File: config.mk
export PLATFORM = sky130hd
export DESIGN_NAME = rd_dma_chan
export DESIGN_NICKNAME = d
export VERILOG_FILES = /design/src/rtl/rd_dma_pkg.sv /design/src/rtl/rd_dma_regs.sv /design/src/rtl/rd_dma_fetch.sv /design/src/rtl/rd_dma_chan.sv
export SDC_FILE = /design/constraint.sdc
export NUM_CORES = 1
export LEC_CHECK = 0
export CORE_ASPECT_RATIO = 2
export CORE_UTILIZATION = 45
export CTS_CLUSTER_SIZE = 28
export DETAILED_ROUTE_END_ITERATION = 10
export PLACE_DENSITY = 0.66
export SLEW_MARGIN = 20
export SYNTH_ARGS = -nofsm -noshare
export SYNTH_HDL_FRONTEND = slang
export SYNTH_HIERARCHICAL = 1
export SYNTH_SLANG_ARGS = --single-unit
File: constraint.sdc
create_clock -name clk -period 3.15 [get_ports clk]
set_input_delay 0.63 -clock clk [delete_from_list [all_inputs] [get_ports clk]]
set_output_delay 0.63 -clock clk [all_outputs]
set_load 0.01 [all_outputs]
File: src/rtl/rd_dma_pkg.sv
package rd_dma_pkg;

  // Register byte offsets inside the channel window
  localparam logic [5:0] OFS_CTRL = 6'h00;
  localparam logic [5:0] OFS_STAT = 6'h04;
  localparam logic [5:0] OFS_SRC  = 6'h18;
  localparam logic [5:0] OFS_LEN  = 6'h28;

  // Control bit positions
  localparam int CB_RUN     = 0;
  localparam int CB_SRST    = 2;
  localparam int CB_DONE_IE = 12;
  localparam int CB_ERR_IE  = 14;

  // Status bit positions
  localparam int SB_HALT = 0;
  localparam int SB_IDLE = 1;
  localparam int SB_DONE = 12;
  localparam int SB_ERR  = 14;

  typedef enum logic [2:0] {
    FS_IDLE,
    FS_REQ,
    FS_WAIT,
    FS_SEND,
    FS_FLUSH
  } fetch_state_e;

  typedef struct packed {
    logic err_ie;
    logic done_ie;
    logic run;
  } ctrl_t;

endpackage

File: src/rtl/rd_dma_regs.sv
module rd_dma_regs
  import rd_dma_pkg::*;
#(
  parameter int ADDR_W = 32,
  parameter int LEN_W  = 26,
  parameter int REG_AW = 6,
  parameter int BUS_W  = 32
) (
  input  logic              clk,
  input  logic              rst_n,
  input  logic [REG_AW-1:0] reg_addr,
  input  logic [BUS_W-1:0]  reg_wdata,
  input  logic              reg_we,
  output logic [BUS_W-1:0]  reg_rdata,
  input  logic              fetch_idle,
  input  logic              done_set,
  input  logic              err_set,
  output ctrl_t             ctrl,
  output logic              srst,
  output logic              start,
  output logic [ADDR_W-1:0] src,
  output logic [LEN_W-1:0]  len,
  output logic              done_flag,
  output logic              err_flag
);

  logic wr_ctrl, wr_stat, wr_src, wr_len;
  logic len_try, len_bad;
  logic clr_done, clr_err;

  assign wr_ctrl = reg_we && (reg_addr == REG_AW'(OFS_CTRL));
  assign wr_stat = reg_we && (reg_addr == REG_AW'(OFS_STAT));
  assign wr_src  = reg_we && (reg_addr == REG_AW'(OFS_SRC));
  assign wr_len  = reg_we && (reg_addr == REG_AW'(OFS_LEN));

  // A length write only counts while running, idle and not resetting
  assign len_try = wr_len && ctrl.run && fetch_idle && !srst;
  assign len_bad = len_try && ((reg_wdata == '0) || (|(reg_wdata >> LEN_W)));
  assign start   = len_try && !len_bad;

  assign clr_done = wr_stat && reg_wdata[SB_DONE];
  assign clr_err  = wr_stat && reg_wdata[SB_ERR];

  always_ff @(posedge clk or negedge rst_n) begin
    if (!rst_n) begin
      ctrl      <= '0;
      srst      <= 1'b0;
      src       <= '0;
      len       <= '0;
      done_flag <= 1'b0;
      err_flag  <= 1'b0;
    end else if (srst) begin
      ctrl      <= '0;
      src       <= '0;
      len       <= '0;
      done_flag <= 1'b0;
      err_flag  <= 1'b0;
      if (fetch_idle) srst <= 1'b0;
    end else begin
      if (wr_ctrl) begin
        if (reg_wdata[CB_SRST]) begin
          srst <= 1'b1;
        end else begin
          ctrl.run     <= reg_wdata[CB_RUN];
          ctrl.done_ie <= reg_wdata[CB_DONE_IE];
          ctrl.err_ie  <= reg_wdata[CB_ERR_IE];
        end
      end
      if (wr_src) src <= reg_wdata[ADDR_W-1:0];
      if (start)  len <= reg_wdata[LEN_W-1:0];
      // hardware set wins over a same-cycle clear
      done_flag <= (done_flag && !clr_done) || done_set;
      err_flag  <= (err_flag && !clr_err) || err_set || len_bad;
    end
  end

  always_comb begin
    reg_rdata = '0;
    unique case (reg_addr)
      REG_AW'(OFS_CTRL): begin
        reg_rdata[CB_RUN]     = ctrl.run;
        reg_rdata[CB_SRST]    = srst;
        reg_rdata[CB_DONE_IE] = ctrl.done_ie;
        reg_rdata[CB_ERR_IE]  = ctrl.err_ie;
      end
      REG_AW'(OFS_STAT): begin
        reg_rdata[SB_HALT] = !ctrl.run;
        reg_rdata[SB_IDLE] = fetch_idle;
        reg_rdata[SB_DONE] = done_flag;
        reg_rdata[SB_ERR]  = err_flag;
      end
      REG_AW'(OFS_SRC): reg_rdata = BUS_W'(src);
      REG_AW'(OFS_LEN): reg_rdata = BUS_W'(len);
      default:          reg_rdata = '0;
    endcase
  end

endmodule

File: src/rtl/rd_dma_fetch.sv
module rd_dma_fetch
  import rd_dma_pkg::*;
#(
  parameter int ADDR_W = 32,
  parameter int LEN_W  = 26,
  parameter int BYTE_W = 8
) (
  input  logic              clk,
  input  logic              rst_n,
  input  logic              abort,
  input  logic              start,
  input  logic [ADDR_W-1:0] start_src,
  input  logic [LEN_W-1:0]  start_len,
  output logic              mem_req,
  output logic [ADDR_W-1:0] mem_addr,
  input  logic              mem_gnt,
  input  logic              mem_rvalid,
  input  logic [BYTE_W-1:0] mem_rdata,
  input  logic              mem_rerr,
  output logic              st_valid,
  input  logic              st_ready,
  output logic [BYTE_W-1:0] st_data,
  output logic              st_last,
  output logic              idle,
  output logic              done_set,
  output logic              err_set
);

  fetch_state_e             state;
  logic [ADDR_W-1:0]        cur;
  logic [LEN_W-1:0]         remain;
  logic [BYTE_W-1:0]        hold;
  logic                     final_beat;

  assign final_beat = (remain == LEN_W'(1));
  assign mem_req    = (state == FS_REQ);
  assign mem_addr   = cur;
  assign st_valid   = (state == FS_SEND);
  assign st_data    = hold;
  assign st_last    = st_valid && final_beat;
  assign idle       = (state == FS_IDLE);
  assign done_set   = st_valid && st_ready && final_beat;
  assign err_set    = (state == FS_WAIT) && mem_rvalid && mem_rerr;

  always_ff @(posedge clk or negedge rst_n) begin
    if (!rst_n) begin
      state  <= FS_IDLE;
      cur    <= '0;
      remain <= '0;
      hold   <= '0;
    end else begin
      unique case (state)
        FS_IDLE: begin
          if (start && !abort) begin
            cur    <= start_src;
            remain <= start_len;
            state  <= FS_REQ;
          end
        end
        FS_REQ: begin
          // a granted request owes a response, so drain it on abort
          if (abort)        state <= mem_gnt ? FS_FLUSH : FS_IDLE;
          else if (mem_gnt) state <= FS_WAIT;
        end
        FS_WAIT: begin
          if (mem_rvalid) begin
            if (mem_rerr || abort) begin
              state <= FS_IDLE;
            end else begin
              hold  <= mem_rdata;
              state <= FS_SEND;
            end
          end else if (abort) begin
            state <= FS_FLUSH;
          end
        end
        FS_SEND: begin
          // an accepted beat completes even in the abort cycle
          if (st_ready) begin
            if (final_beat || abort) begin
              state <= FS_IDLE;
            end else begin
              cur    <= cur + ADDR_W'(1);
              remain <= remain - LEN_W'(1);
              state  <= FS_REQ;
            end
          end else if (abort) begin
            state <= FS_IDLE;
          end
        end
        FS_FLUSH: begin
          if (mem_rvalid) state <= FS_IDLE;
        end
        default: state <= FS_IDLE;
      endcase
    end
  end

endmodule

File: src/rtl/rd_dma_chan.sv
module rd_dma_chan
  import rd_dma_pkg::*;
#(
  parameter int ADDR_W = 32,
  parameter int LEN_W  = 26
) (
  input  logic              clk,
  input  logic              rst_n,
  input  logic [5:0]        reg_addr,
  input  logic [31:0]       reg_wdata,
  input  logic              reg_we,
  output logic [31:0]       reg_rdata,
  output logic              mem_req,
  output logic [ADDR_W-1:0] mem_addr,
  input  logic              mem_gnt,
  input  logic              mem_rvalid,
  input  logic [7:0]        mem_rdata,
  input  logic              mem_rerr,
  output logic              st_valid,
  input  logic              st_ready,
  output logic [7:0]        st_data,
  output logic              st_last,
  output logic              irq
);

  localparam int REG_AW = 6;
  localparam int BUS_W  = 32;
  localparam int BYTE_W = 8;

  ctrl_t             ctrl;
  logic              srst;
  logic              start;
  logic [ADDR_W-1:0] src;
  logic [LEN_W-1:0]  len;
  logic              done_flag, err_flag;
  logic              fetch_idle, done_set, err_set;
  logic              abort;

  assign abort = !ctrl.run || srst;
  assign irq   = (done_flag && ctrl.done_ie) || (err_flag && ctrl.err_ie);

  rd_dma_regs #(
    .ADDR_W(ADDR_W), .LEN_W(LEN_W), .REG_AW(REG_AW), .BUS_W(BUS_W)
  ) u_regs (
    .clk        (clk),
    .rst_n      (rst_n),
    .reg_addr   (reg_addr),
    .reg_wdata  (reg_wdata),
    .reg_we     (reg_we),
    .reg_rdata  (reg_rdata),
    .fetch_idle (fetch_idle),
    .done_set   (done_set),
    .err_set    (err_set),
    .ctrl       (ctrl),
    .srst       (srst),
    .start      (start),
    .src        (src),
    .len        (len),
    .done_flag  (done_flag),
    .err_flag   (err_flag)
  );

  rd_dma_fetch #(
    .ADDR_W(ADDR_W), .LEN_W(LEN_W), .BYTE_W(BYTE_W)
  ) u_fetch (
    .clk        (clk),
    .rst_n      (rst_n),
    .abort      (abort),
    .start      (start),
    .start_src  (src),
    .start_len  (reg_wdata[LEN_W-1:0]),
    .mem_req    (mem_req),
    .mem_addr   (mem_addr),
    .mem_gnt    (mem_gnt),
    .mem_rvalid (mem_rvalid),
    .mem_rdata  (mem_rdata),
    .mem_rerr   (mem_rerr),
    .st_valid   (st_valid),
    .st_ready   (st_ready),
    .st_data    (st_data),
    .st_last    (st_last),
    .idle       (fetch_idle),
    .done_set   (done_set),
    .err_set    (err_set)
  );

endmodule

# Yosys cells after proc, flatten, opt, wreduce, memory -nomap -nowiden
# Index checks and enable logic that the tools add are counted.
[word_totals]
regBits = 133
input_bits = 53
out_inout_bits = 76
elab_cells = 119
[op_classes]
addsub = 2
eq_ne = 16
mux = 41
n_bitwise = 1
reduce_logical = 47
[ops]
columns = ["op", "n"]
rows = [
  ["$mux W32", 5],
  ["$mux W26", 5],
  ["$pmux W32 S2", 1],
  ["$pmux W26 S2", 1],
  ["$mux W3", 12],
  ["$pmux W17 S2", 1],
  ["$add A32 B1 Y32 const B", 1],
  ["$logic_not A32 Y1", 1],
  ["$eq A26 B1 Y1 const B", 1],
  ["$sub A26 B1 Y26 const B", 1],
  ["$logic_and A1 B1 Y1", 21],
  ["$pmux W9 S2", 1],
  ["$pmux W3 S5", 1],
  ["$pmux W1 S4", 3],
  ["$logic_or A1 B1 Y1", 8],
  ["$reduce_bool A2 Y1", 4],
  ["$mux W1", 7],
  ["$eq A3 B2 Y1 const B", 2],
  ["$eq A6 B3 Y1 const B", 1],
  ["$eq A6 B5 Y1 const B", 1],
  ["$eq A6 B6 Y1 const B", 1],
  ["$logic_not A1 Y1", 6],
  ["$logic_not A6 Y1", 1],
  ["$ne A2 B2 Y1 const B", 3],
  ["15 further kinds", 18],
]

# Depth between registers and ports, before layout
# Gate-level depths: netlist of run 1.
[logic_depth]
word_depth = 11
ltp_mapped = 12

# Hierarchy
# The synthesis of run 1 kept the hierarchy.
[by_module_without_submodules]
columns = ["mod", "n_inst", "cells_each", "area_per_inst_um2", "seq_area_each_um2"]
rows = [
  ["rd_dma_fetch", 1, 519, 4426.7, 1726.7],
  ["rd_dma_regs", 1, 286, 3111.7, 1601.5],
  ["rd_dma_chan", 1, 2, 15.0, 0.0],
]

# Worst setup path before layout of run 1
# OpenSTA, ideal clock, no wires.
[synth_path]
path_kind = "register to register"
start = "register u_fetch.state[0]"
end = "register u_fetch.cur[9], in the netlist u_fetch/mem_addr[9]"
arrival_time_ns = 2.817
required_ns = 3.071
setup_slack_ns = 0.254
path_stages_with_launch = 13
path_buffers = 5
synth_period_minus_slack_ns = 2.896
cell_sequence = "dfrtp_1 -> clkbuf_1 -> nor3_1 -> nand4b_1 -> or4_4 -> a211oi_2 -> buf_6 -> buf_12 -> nand3b_1 -> clkbuf_1 -> clkbuf_1 -> a21oi_1 -> a2bb2oi_1"
[synth_via]
elab_chain_len = 9
elab_cells_between_ends = 14
[synth_rtl]
columns = ["element", "line", "rtl"]
rows = [
  ["from (decl)", "rd_dma_fetch.sv:29", "fetch_state_e state;"],
  ["from (signal assigned)", "rd_dma_fetch.sv:62", "if (abort) state <= mem_gnt ? FS_FLUSH : FS_IDLE;"],
  ["$logic_not A3 Y1 *", "rd_dma_fetch.sv:41", "assign idle = (state == FS_IDLE);"],
  ["named net fetch_idle", "rd_dma_chan.sv:36", "logic fetch_idle, done_set, err_set;"],
  ["$logic_and A1 B1 Y1 * (2 in a row)", "rd_dma_regs.sv:37", "assign len_try = wr_len && ctrl.run && fetch_idle && !srst;"],
  ["$logic_and A1 B1 Y1", "rd_dma_regs.sv:38", "assign len_bad = len_try && ((reg_wdata == '0) || (|(reg_wdata >> LEN_W)));"],
  ["$logic_not A1 Y1", "rd_dma_regs.sv:39", "assign start = len_try && !len_bad;"],
  ["$logic_and A1 B1 Y1 *", "rd_dma_regs.sv:39", ""],
  ["named net start", "rd_dma_chan.sv:32", "logic start;"],
  ["$logic_and A1 B1 Y1 *", "rd_dma_fetch.sv:54", "if (start && !abort) begin"],
  ["$ne A2 B1 Y1 (no source line) *", "n/a", ""],
  ["$reduce_and A4 Y1 (no source line) *", "n/a", ""],
  ["to (signal assigned)", "rd_dma_fetch.sv:55", "cur <= start_src;"],
  ["to (signal assigned)", "rd_dma_fetch.sv:83", "cur <= cur + ADDR_W'(1);"],
  ["to (decl)", "rd_dma_fetch.sv:30", "logic [ADDR_W-1:0] cur;"],
]
# The timed path passes the listed nets; every way through them passes the cells marked *.
# A chain may end at the register's enable or synchronous reset.

# Worst setup path after layout of run 1
[layout_path]
start = "input port reg_addr[3]"
end = "output port reg_rdata[19]"
[layout_via]
elab_chain_len = 2
elab_cells_between_ends = 3
[layout_rtl]
columns = ["element", "line", "rtl"]
rows = [
  ["from (decl)", "rd_dma_chan.sv:9", "input logic [5:0] reg_addr,"],
  ["$eq A6 B6 Y1 / $eq A6 B5 Y1 (equally long branches)", "rd_dma_regs.sv:79", "unique case (reg_addr)"],
  ["$pmux W17 S2 *", "rd_dma_regs.sv:79", ""],
  ["to (decl)", "rd_dma_chan.sv:12", "output logic [31:0] reg_rdata,"],
]
# Mark *: on every way between the ends. The rest lies on a longest branch, timed or not.

==> summary.txt, run 1 <==
Horiz. Die Dim - 93.6 um
Num CTS Buffers - 17
DR vias/cell - 6.34
Synthesis Warnings - 6
worst setup path class - input pin to output pin
count of cell types in the netlist - 63
Peak supply drop - 0.412 mV
Clock Latency Late Sink - 430 ps
Max-cap violations - 0
global route overflow - 0
asr flop ratio synth - 1.00
status - finished, final reports clean
cells after synthesis - 807
final worst slack - 25.3 ps
Non-Filler Instances - 1181
detailed-route via count - 7486
share of cells above drive strength 1 - 0.136
Hold Path Class - input pin to asynchronous set/reset pin
mean post-synth cell area - 9.36 sq um
worst hold slack - 203 ps
top flip-flop cell by instance count after synthesis - dfrtp_1
CP Capture Type - output pin
core area - 16400 sq um
max_slew headroom - 0.519
Row Count - 66
Area Overhead vs Synth - 33.1%
H-tree depth - 4
Critical Path Start - reg_addr[3]
Diodes inserted - 0
Pins Over Slew Limit - 0
FF+latch count, synth - 133
post-route cell area - 10100 sq um
syn nets - 863
WL final - 25.5 mm
Worst Setup Start Kind - input pin
fmax - 0.320 GHz
RR Startpoint - u_fetch/state[0]$_DFFE_PN0P_
Die ar. - 17300 sq um
global-route wire length before repair - 40.6 mm
Routed WL per cell - 21.6 um
initial drt markers - 600
RD Place Congestion - 0.922
HPWL Detailed - 18.3 mm
placed cell count - 1149
PwrDens - 434 nW/um^2
Final Hold Fails - 0
Die Y-Extent - 185 um
largest net degree at the start of global routing - 70
clock skew - 13.0 ps
Required @ worst endpoint - 2520 ps
placed cell area - 9420 sq um
clock transition at the registers of the reported paths - 60 ps
number of global-route vias before repair - 7363
met1 wire length - 9.90 mm
routed wl met2 - 13.7 mm
remaining antenna violation count after routing - 0
RSZ-0062 raised after global routing - true
Clock Sinks - 133
crit path DAT - 2490 ps
pre-CTS worst setup slack - -126 ps
top layer in use - met4
commonest non-fill, non-tap cells in the layout - dfrtp_1 (133), clkdlybuf4s50_1 (101), nand2_1 (93), buf_4 (70), nor2_1 (54)
CTS Buffer Depth - 2
fillers - 1423
EDFF count, synth - 0
I/O Buffers - 128
DR pass1 iterations - 5
final setup fails - 0
area of the mapped netlist - 7550 sq um
commonest non-fill, non-tap cell in the layout - dfrtp_1
Tmin final - 3120 ps
R2R setup slack - 200 ps
R2R Path End - u_fetch/mem_addr[24]$_DFFE_PN0P_
GRT Resource Usage Total - 0.308
Final Cycle Share - 0.992
Worst-Margin Slew - 719 ps
Seq/Total Area, Yosys - 0.441
# IOs - 129
fin util - 0.615
Max FO, Critical Path - 20
initial antenna violation count - 0
Initial Util - 0.462
root buffer cell - clkbuf_16
R2R cell count - 8
CTS tree - done
DRC Markers - 0
# nets final - 1021
Leakage - 4.71 nW
met3 wire length - 1.11 mm
-- how the worst max path moves through the flow --
| stage | end | slack (ps) | cells past startpoint |
|---|---|---|---|
| floorplan | u_fetch/mem_addr[9]$_DFFE_PN0P_ | 250 | 12 |
| global route | reg_rdata[22] | -60 | 7 |
| global placement | reg_rdata[19] | -70 | 7 |
| finish | reg_rdata[19] | 30 | 6 |
| CTS | st_last | 1 | 5 |
| detailed placement | reg_rdata[20] | -130 | 7 |
-- per-stage QoR --
| stage | setup TNS, ps | power [mW] |
|---|---|---|
| after global routing | -298 | 4.53 |
| after CTS | 0 | 4.38 |
| after detailed placement | -3150 | 2.50 |
| after floorplan | 0 | 2.16 |
| final | 0 | 4.36 |
| after global placement | -1510 | 2.48 |
-- per-layer routing --
metal	GRT usage	vias up
met5	0	-
met1	0.366	3722
met2	0.547	319
met3	0.0456	49
met4	0.127	0
li1	-	3396
-- cell type report --
cell class | count | area (sq um) | area share
Multi-Input combinational cell | 595 | 3880 | 0.386
Sequential cell | 133 | 3330 | 0.331
Timing Repair Buffer | 205 | 1990 | 0.198
Clock buffer | 19 | 443 | 0.0441
Tap cell | 204 | 255 | 0.0254
Clock inverter | 12 | 109 | 0.0108
Inverter | 13 | 48.8 | 0.00485
-- worst max-delay path: stages --
cell,delay (ps)
clkdlybuf4s50_1,540
nor2b_1,220
and3_4,250
buf_12,150
a22o_1,150
clkdlybuf4s50_1,530
-- cells in the mapped netlist (all sizes together) (6+ instances only) --
cell,count,area share
nand3,31,0.021
nor3,21,0.014
o22a,6,0.0070
nor2,54,0.027
a2bb2oi,35,0.041
inv,13,0.0065
nand2b,6,0.0050
clkbuf,40,0.020
o211ai,7,0.0070
o22ai,13,0.011
nand2,95,0.048
nand4,17,0.014
dfrtp,133,0.44
a22oi,18,0.018
a22o,51,0.059
buf,26,0.023
mux2i,38,0.050
nor4,15,0.012
o21ai,29,0.019
and3,11,0.0091
a21oi,42,0.028
a31oi,19,0.016
mux2,8,0.012
and2,9,0.0075
or3,6,0.0050
-- repair_timing --
| item | in CTS | in global routing |
|---|---|---|
| gates resized for setup | 11 | 24 |
| setup endpoints to repair | 31 | 31 |
| hold buffers | 0 | 0 |
| cloned | 0 | 0 |
| setup buffers | 0 | 1 |
-- flip-flops by register name (all words and copies together) (netlist names) --
name	cells
u_fetch/mem_addr	32
u_fetch/remain	26
u_fetch/st_data	8
u_fetch/state	3
u_regs/ctrl	3
u_regs/done_flag	1
u_regs/err_flag	1
u_regs/len	26
u_regs/src	32
u_regs/srst	1
-- logic make-up (layout without fill, tap and decap cells) --
group | after synthesis | after routing | share of synthesized area
multiplexers | 46 | 46 | 0.0623
buffers and inverters | 79 | 249 | 0.0495
flip-flops | 133 | 133 | 0.441
XOR/XNOR | 1 | 1 | 0.00116
adder cells (fa/ha/maj) | 3 | 3 | 0.00497
AO/OA/AOI/OAI | 257 | 257 | 0.252
AND/OR/NAND/NOR | 288 | 288 | 0.190
-- where the power goes --
group / switching (mW) / total, mW / internal, mW
Sequential: 0.139 / 1.94 / 1.80
Combinational: 0.264 / 0.542 / 0.278
Clock: 0.779 / 1.88 / 1.10
Total: 1.18 / 4.36 / 3.18
(Power assumes the default switching activity.)
==> run 2: changes to the inputs <==
--- a/config.mk
+++ b/config.mk
@@ -9,7 +9,7 @@
 export CORE_UTILIZATION = 45
 export CTS_CLUSTER_SIZE = 28
 export DETAILED_ROUTE_END_ITERATION = 10
-export PLACE_DENSITY = 0.66
+export PLACE_DENSITY = 0.68
 export SLEW_MARGIN = 20
 export SYNTH_ARGS = -nofsm -noshare
 export SYNTH_HDL_FRONTEND = slang
==> constraint.sdc (replaced) <==
create_clock -name clk -period 2.6 [get_ports clk]
set_input_delay 0.52 -clock clk [delete_from_list [all_inputs] [get_ports clk]]
set_output_delay 0.52 -clock clk [all_outputs]
set_load 0.01 [all_outputs]
==> run 2 against run 1 <==
Against the previous run:
- critical endpoint is now st_last
- routed wire length grew 14%
- clock skew shrank 2.2 ps
- total power grew 29%
- clock power grew 35%
- the run now ends with negative setup slack left
- combinational power grew 39%
- design area grew 11%
- worst hold slack gained 310 ps
- critical path depth shrank 1
- global-route usage grew 2.0 points
- count of clock-buffer cells in the layout is the same
- core utilization grew 6.5 points
- first-iteration DRC count grew 23%
==> summary.txt, run 2 (same netlist as run 1, synthesis figures left out) <==
status - finished, violations left
failing checks - negative setup slack
Pins Over Slew Limit - 0 (unchanged)
global-route wire length before repair - 42.6 mm (+4.9%)
worst setup path class - flop to output pin
fmax - 0.350 GHz
number of global-route vias before repair - 7624 (+3.5%)
max_slew headroom - 0.475 (-0.0445)
clock transition at the registers of the reported paths - 60 ps (about the same)
Row Count - 66 (unchanged)
PwrDens - 505 nW/um^2 (+17%)
Required @ worst endpoint - 2080 ps (-440 ps)
Net Sw Frac - 0.269 (-0.00184)
remaining antenna violation count after routing - 0 (unchanged)
initial drt markers - 736 (+23%)
CTS Buffer Depth - 2 (unchanged)
CP Capture Type - output pin
Non-Filler Instances - 1248 (+5.7%)
# nets final - 1087 (+6.5%)
crit path DAT - 2340 ps (-150 ps)
Hold Path Class - flop to flop
WL final - 28.9 mm (+14%)
commonest non-fill, non-tap cell in the layout - dfrtp_1
Initial Util - 0.462 (unchanged)
crit-path cells - or4_4 -> or3_4 -> or3_4 -> nor2_4 -> buf_6
HPWL Detailed - 19.7 mm (+7.7%)
Leakage - 4.90 nW (+4.1%)
Num CTS Buffers - 17 (unchanged)
Final Hold Fails - 0 (unchanged)
Die ar. - 17300 sq um (unchanged)
global route overflow - 0 (unchanged)
Routed WL per cell - 23.2 um (+7.4%)
commonest non-fill, non-tap cells in the layout - dfrtp_1 (133), buf_4 (104), nand2_1 (93), clkdlybuf4s50_1 (88), nor2_1 (53)
DR vias/cell - 6.32 (-0.25%)
Critical Path Most Common Cell - or3_4
CTS tree - done
R2R setup slack - -150 ps (-350 ps)
GRT Resource Usage Total - 0.328 (+0.0201)
worst hold slack - 513 ps (+310 ps)
combinational power share - 0.134 (+0.010)
Max-cap violations - 0 (unchanged)
Max FO, Critical Path - 2 (-90%)
Final Cycle Share - 1.10
RSZ-0062 raised after global routing - true
Clock Power Share - 0.450 (+0.019)
final worst slack - -258 ps (-283 ps)
I/O Buffers - 128 (unchanged)
Clock Latency Late Sink - 420 ps (about the same)
H-tree depth - 4 (unchanged)
Diodes inserted - 0 (unchanged)
Peak supply drop - 0.410 mV (-0.53%)
initial antenna violation count - 0 (unchanged)
Crit path largest cell delay - 550 ps (about the same)
P_int - 4.11 mW (+29%)
largest net degree at the start of global routing - 74 (+5.7%)
RD Place Congestion - 0.920 (-0.30%)
Clock Sinks - 133 (unchanged)
Seq pwr share - 0.415 (-0.030)
Die Y-Extent - 185 um (unchanged)
fillers - 1317 (-7.4%)
core area - 16400 sq um (unchanged)
clock skew - 10.8 ps (-2.21 ps)
CP max-delay cell - or4_4
sw power - 1.51 mW (+28%)
# IOs - 129 (unchanged)
detailed-route via count - 7891 (+5.4%)
share of cells above drive strength 1 - 0.262 (+0.126)
Area Overhead vs Synth - 47.2%
placed cell count - 1179 (+2.6%)
Worst-Margin Slew - 788 ps (+69.4 ps)
Tmin final - 2860 ps
Worst Setup Start Kind - flop
DR pass1 iterations - 5 (unchanged)
Horiz. Die Dim - 93.6 um (unchanged)
root buffer cell - clkbuf_16
DRC Markers - 0 (unchanged)
final setup fails - 51 (+51)
## run 2: cell count changes in the layout (fill, tap and decap cells not counted), moves of 13 or more
cell,change
a2bb2oi_2,+21
buf_4,+34
buf_2,+13
clkdlybuf4s50_1,-13
a2bb2oi_1,-21
dlymetal6s2s_1,-22
## run 2: power by group through the flow
stage | clock [mW] | sequential, mW | combinational, mW
6_report | 2.53 | 2.33 | 0.755
3_5_place_dp | 0 | 2.36 | 0.712
2_1_floorplan | 0 | 2.30 | 0.332
5_1_grt | 2.65 | 2.34 | 0.818
3_3_place_gp | 0 | 2.36 | 0.705
4_1_cts | 2.57 | 2.33 | 0.726
## run 2: final timing paths
| path | cells past startpoint | end | from |
|---|---|---|---|
| max reg2reg | 11 | u_fetch/mem_addr[21]$_DFFE_PN0P_ | u_fetch/remain[20]$_DFFE_PN0P_ |
| min | 1 | u_fetch/st_data[2]$_DFFE_PN0P_ | u_fetch/st_data[2]$_DFFE_PN0P_ |
| min reg2reg | 1 | u_fetch/st_data[2]$_DFFE_PN0P_ | u_fetch/st_data[2]$_DFFE_PN0P_ |
| max in group asynchronous | 3 | u_regs/src[19]$_DFFE_PN0P_ | rst_n |
| min in group asynchronous | 2 | u_regs/len[0]$_DFFE_PN0P_ | rst_n |
| max | 5 | st_last | u_fetch/remain[20]$_DFFE_PN0P_ |
## run 2: per-layer routing
metal | GRT usage | share of wire
met1 | 0.382 | 0.37
met5 | 0 | 0
met2 | 0.583 | 0.54
met3 | 0.0443 | 0.049
met4 | 0.159 | 0.047
## run 2: layout make-up
class                           instances  area [sq um]  area share
Clock inverter                         13           173      0.0155
Sequential cell                       133          3330       0.299
Clock buffer                           19           443      0.0398
Inverter                               13          48.8     0.00439
Tap cell                              204           255      0.0230
Timing Repair Buffer                  271          2700       0.243
Multi-Input combinational cell        595          4180       0.375
## run 2: repair_timing
item | 4_1_cts | 5_1_grt
setup buffers | 4 | 20
setup endpoints to repair | 57 | 67
hold buffers | 1 | 0
hold endpoints to repair | 20 | 0
pin swaps | 6 | 21
cloned | 2 | 10
resized for setup | 116 | 74
## run 2: per-stage QoR
stage | instance area [sq um] | utilization | worst slack (ps) | TNS [ps] | power [mW]
floorplan | 7620 | - | -64.3 | -915 | 2.63
global placement | 9720 | 0.595 | -428 | -33940 | 3.07
detailed placement | 9720 | 0.595 | -523 | -39470 | 3.07
CTS | 10500 | 0.639 | -278 | -442 | 5.62
global route | 11100 | 0.680 | -295 | -6720 | 5.81
finish | 11100 | 0.680 | -258 | -3790 | 5.62
## run 2: critical path: cells and delay by family, from the launching register on
family | cells | cell delay [ps]
AND/OR/NAND/NOR | 4 | 1420
buffers and inverters | 1 | 110
flip-flops | 1 | 390
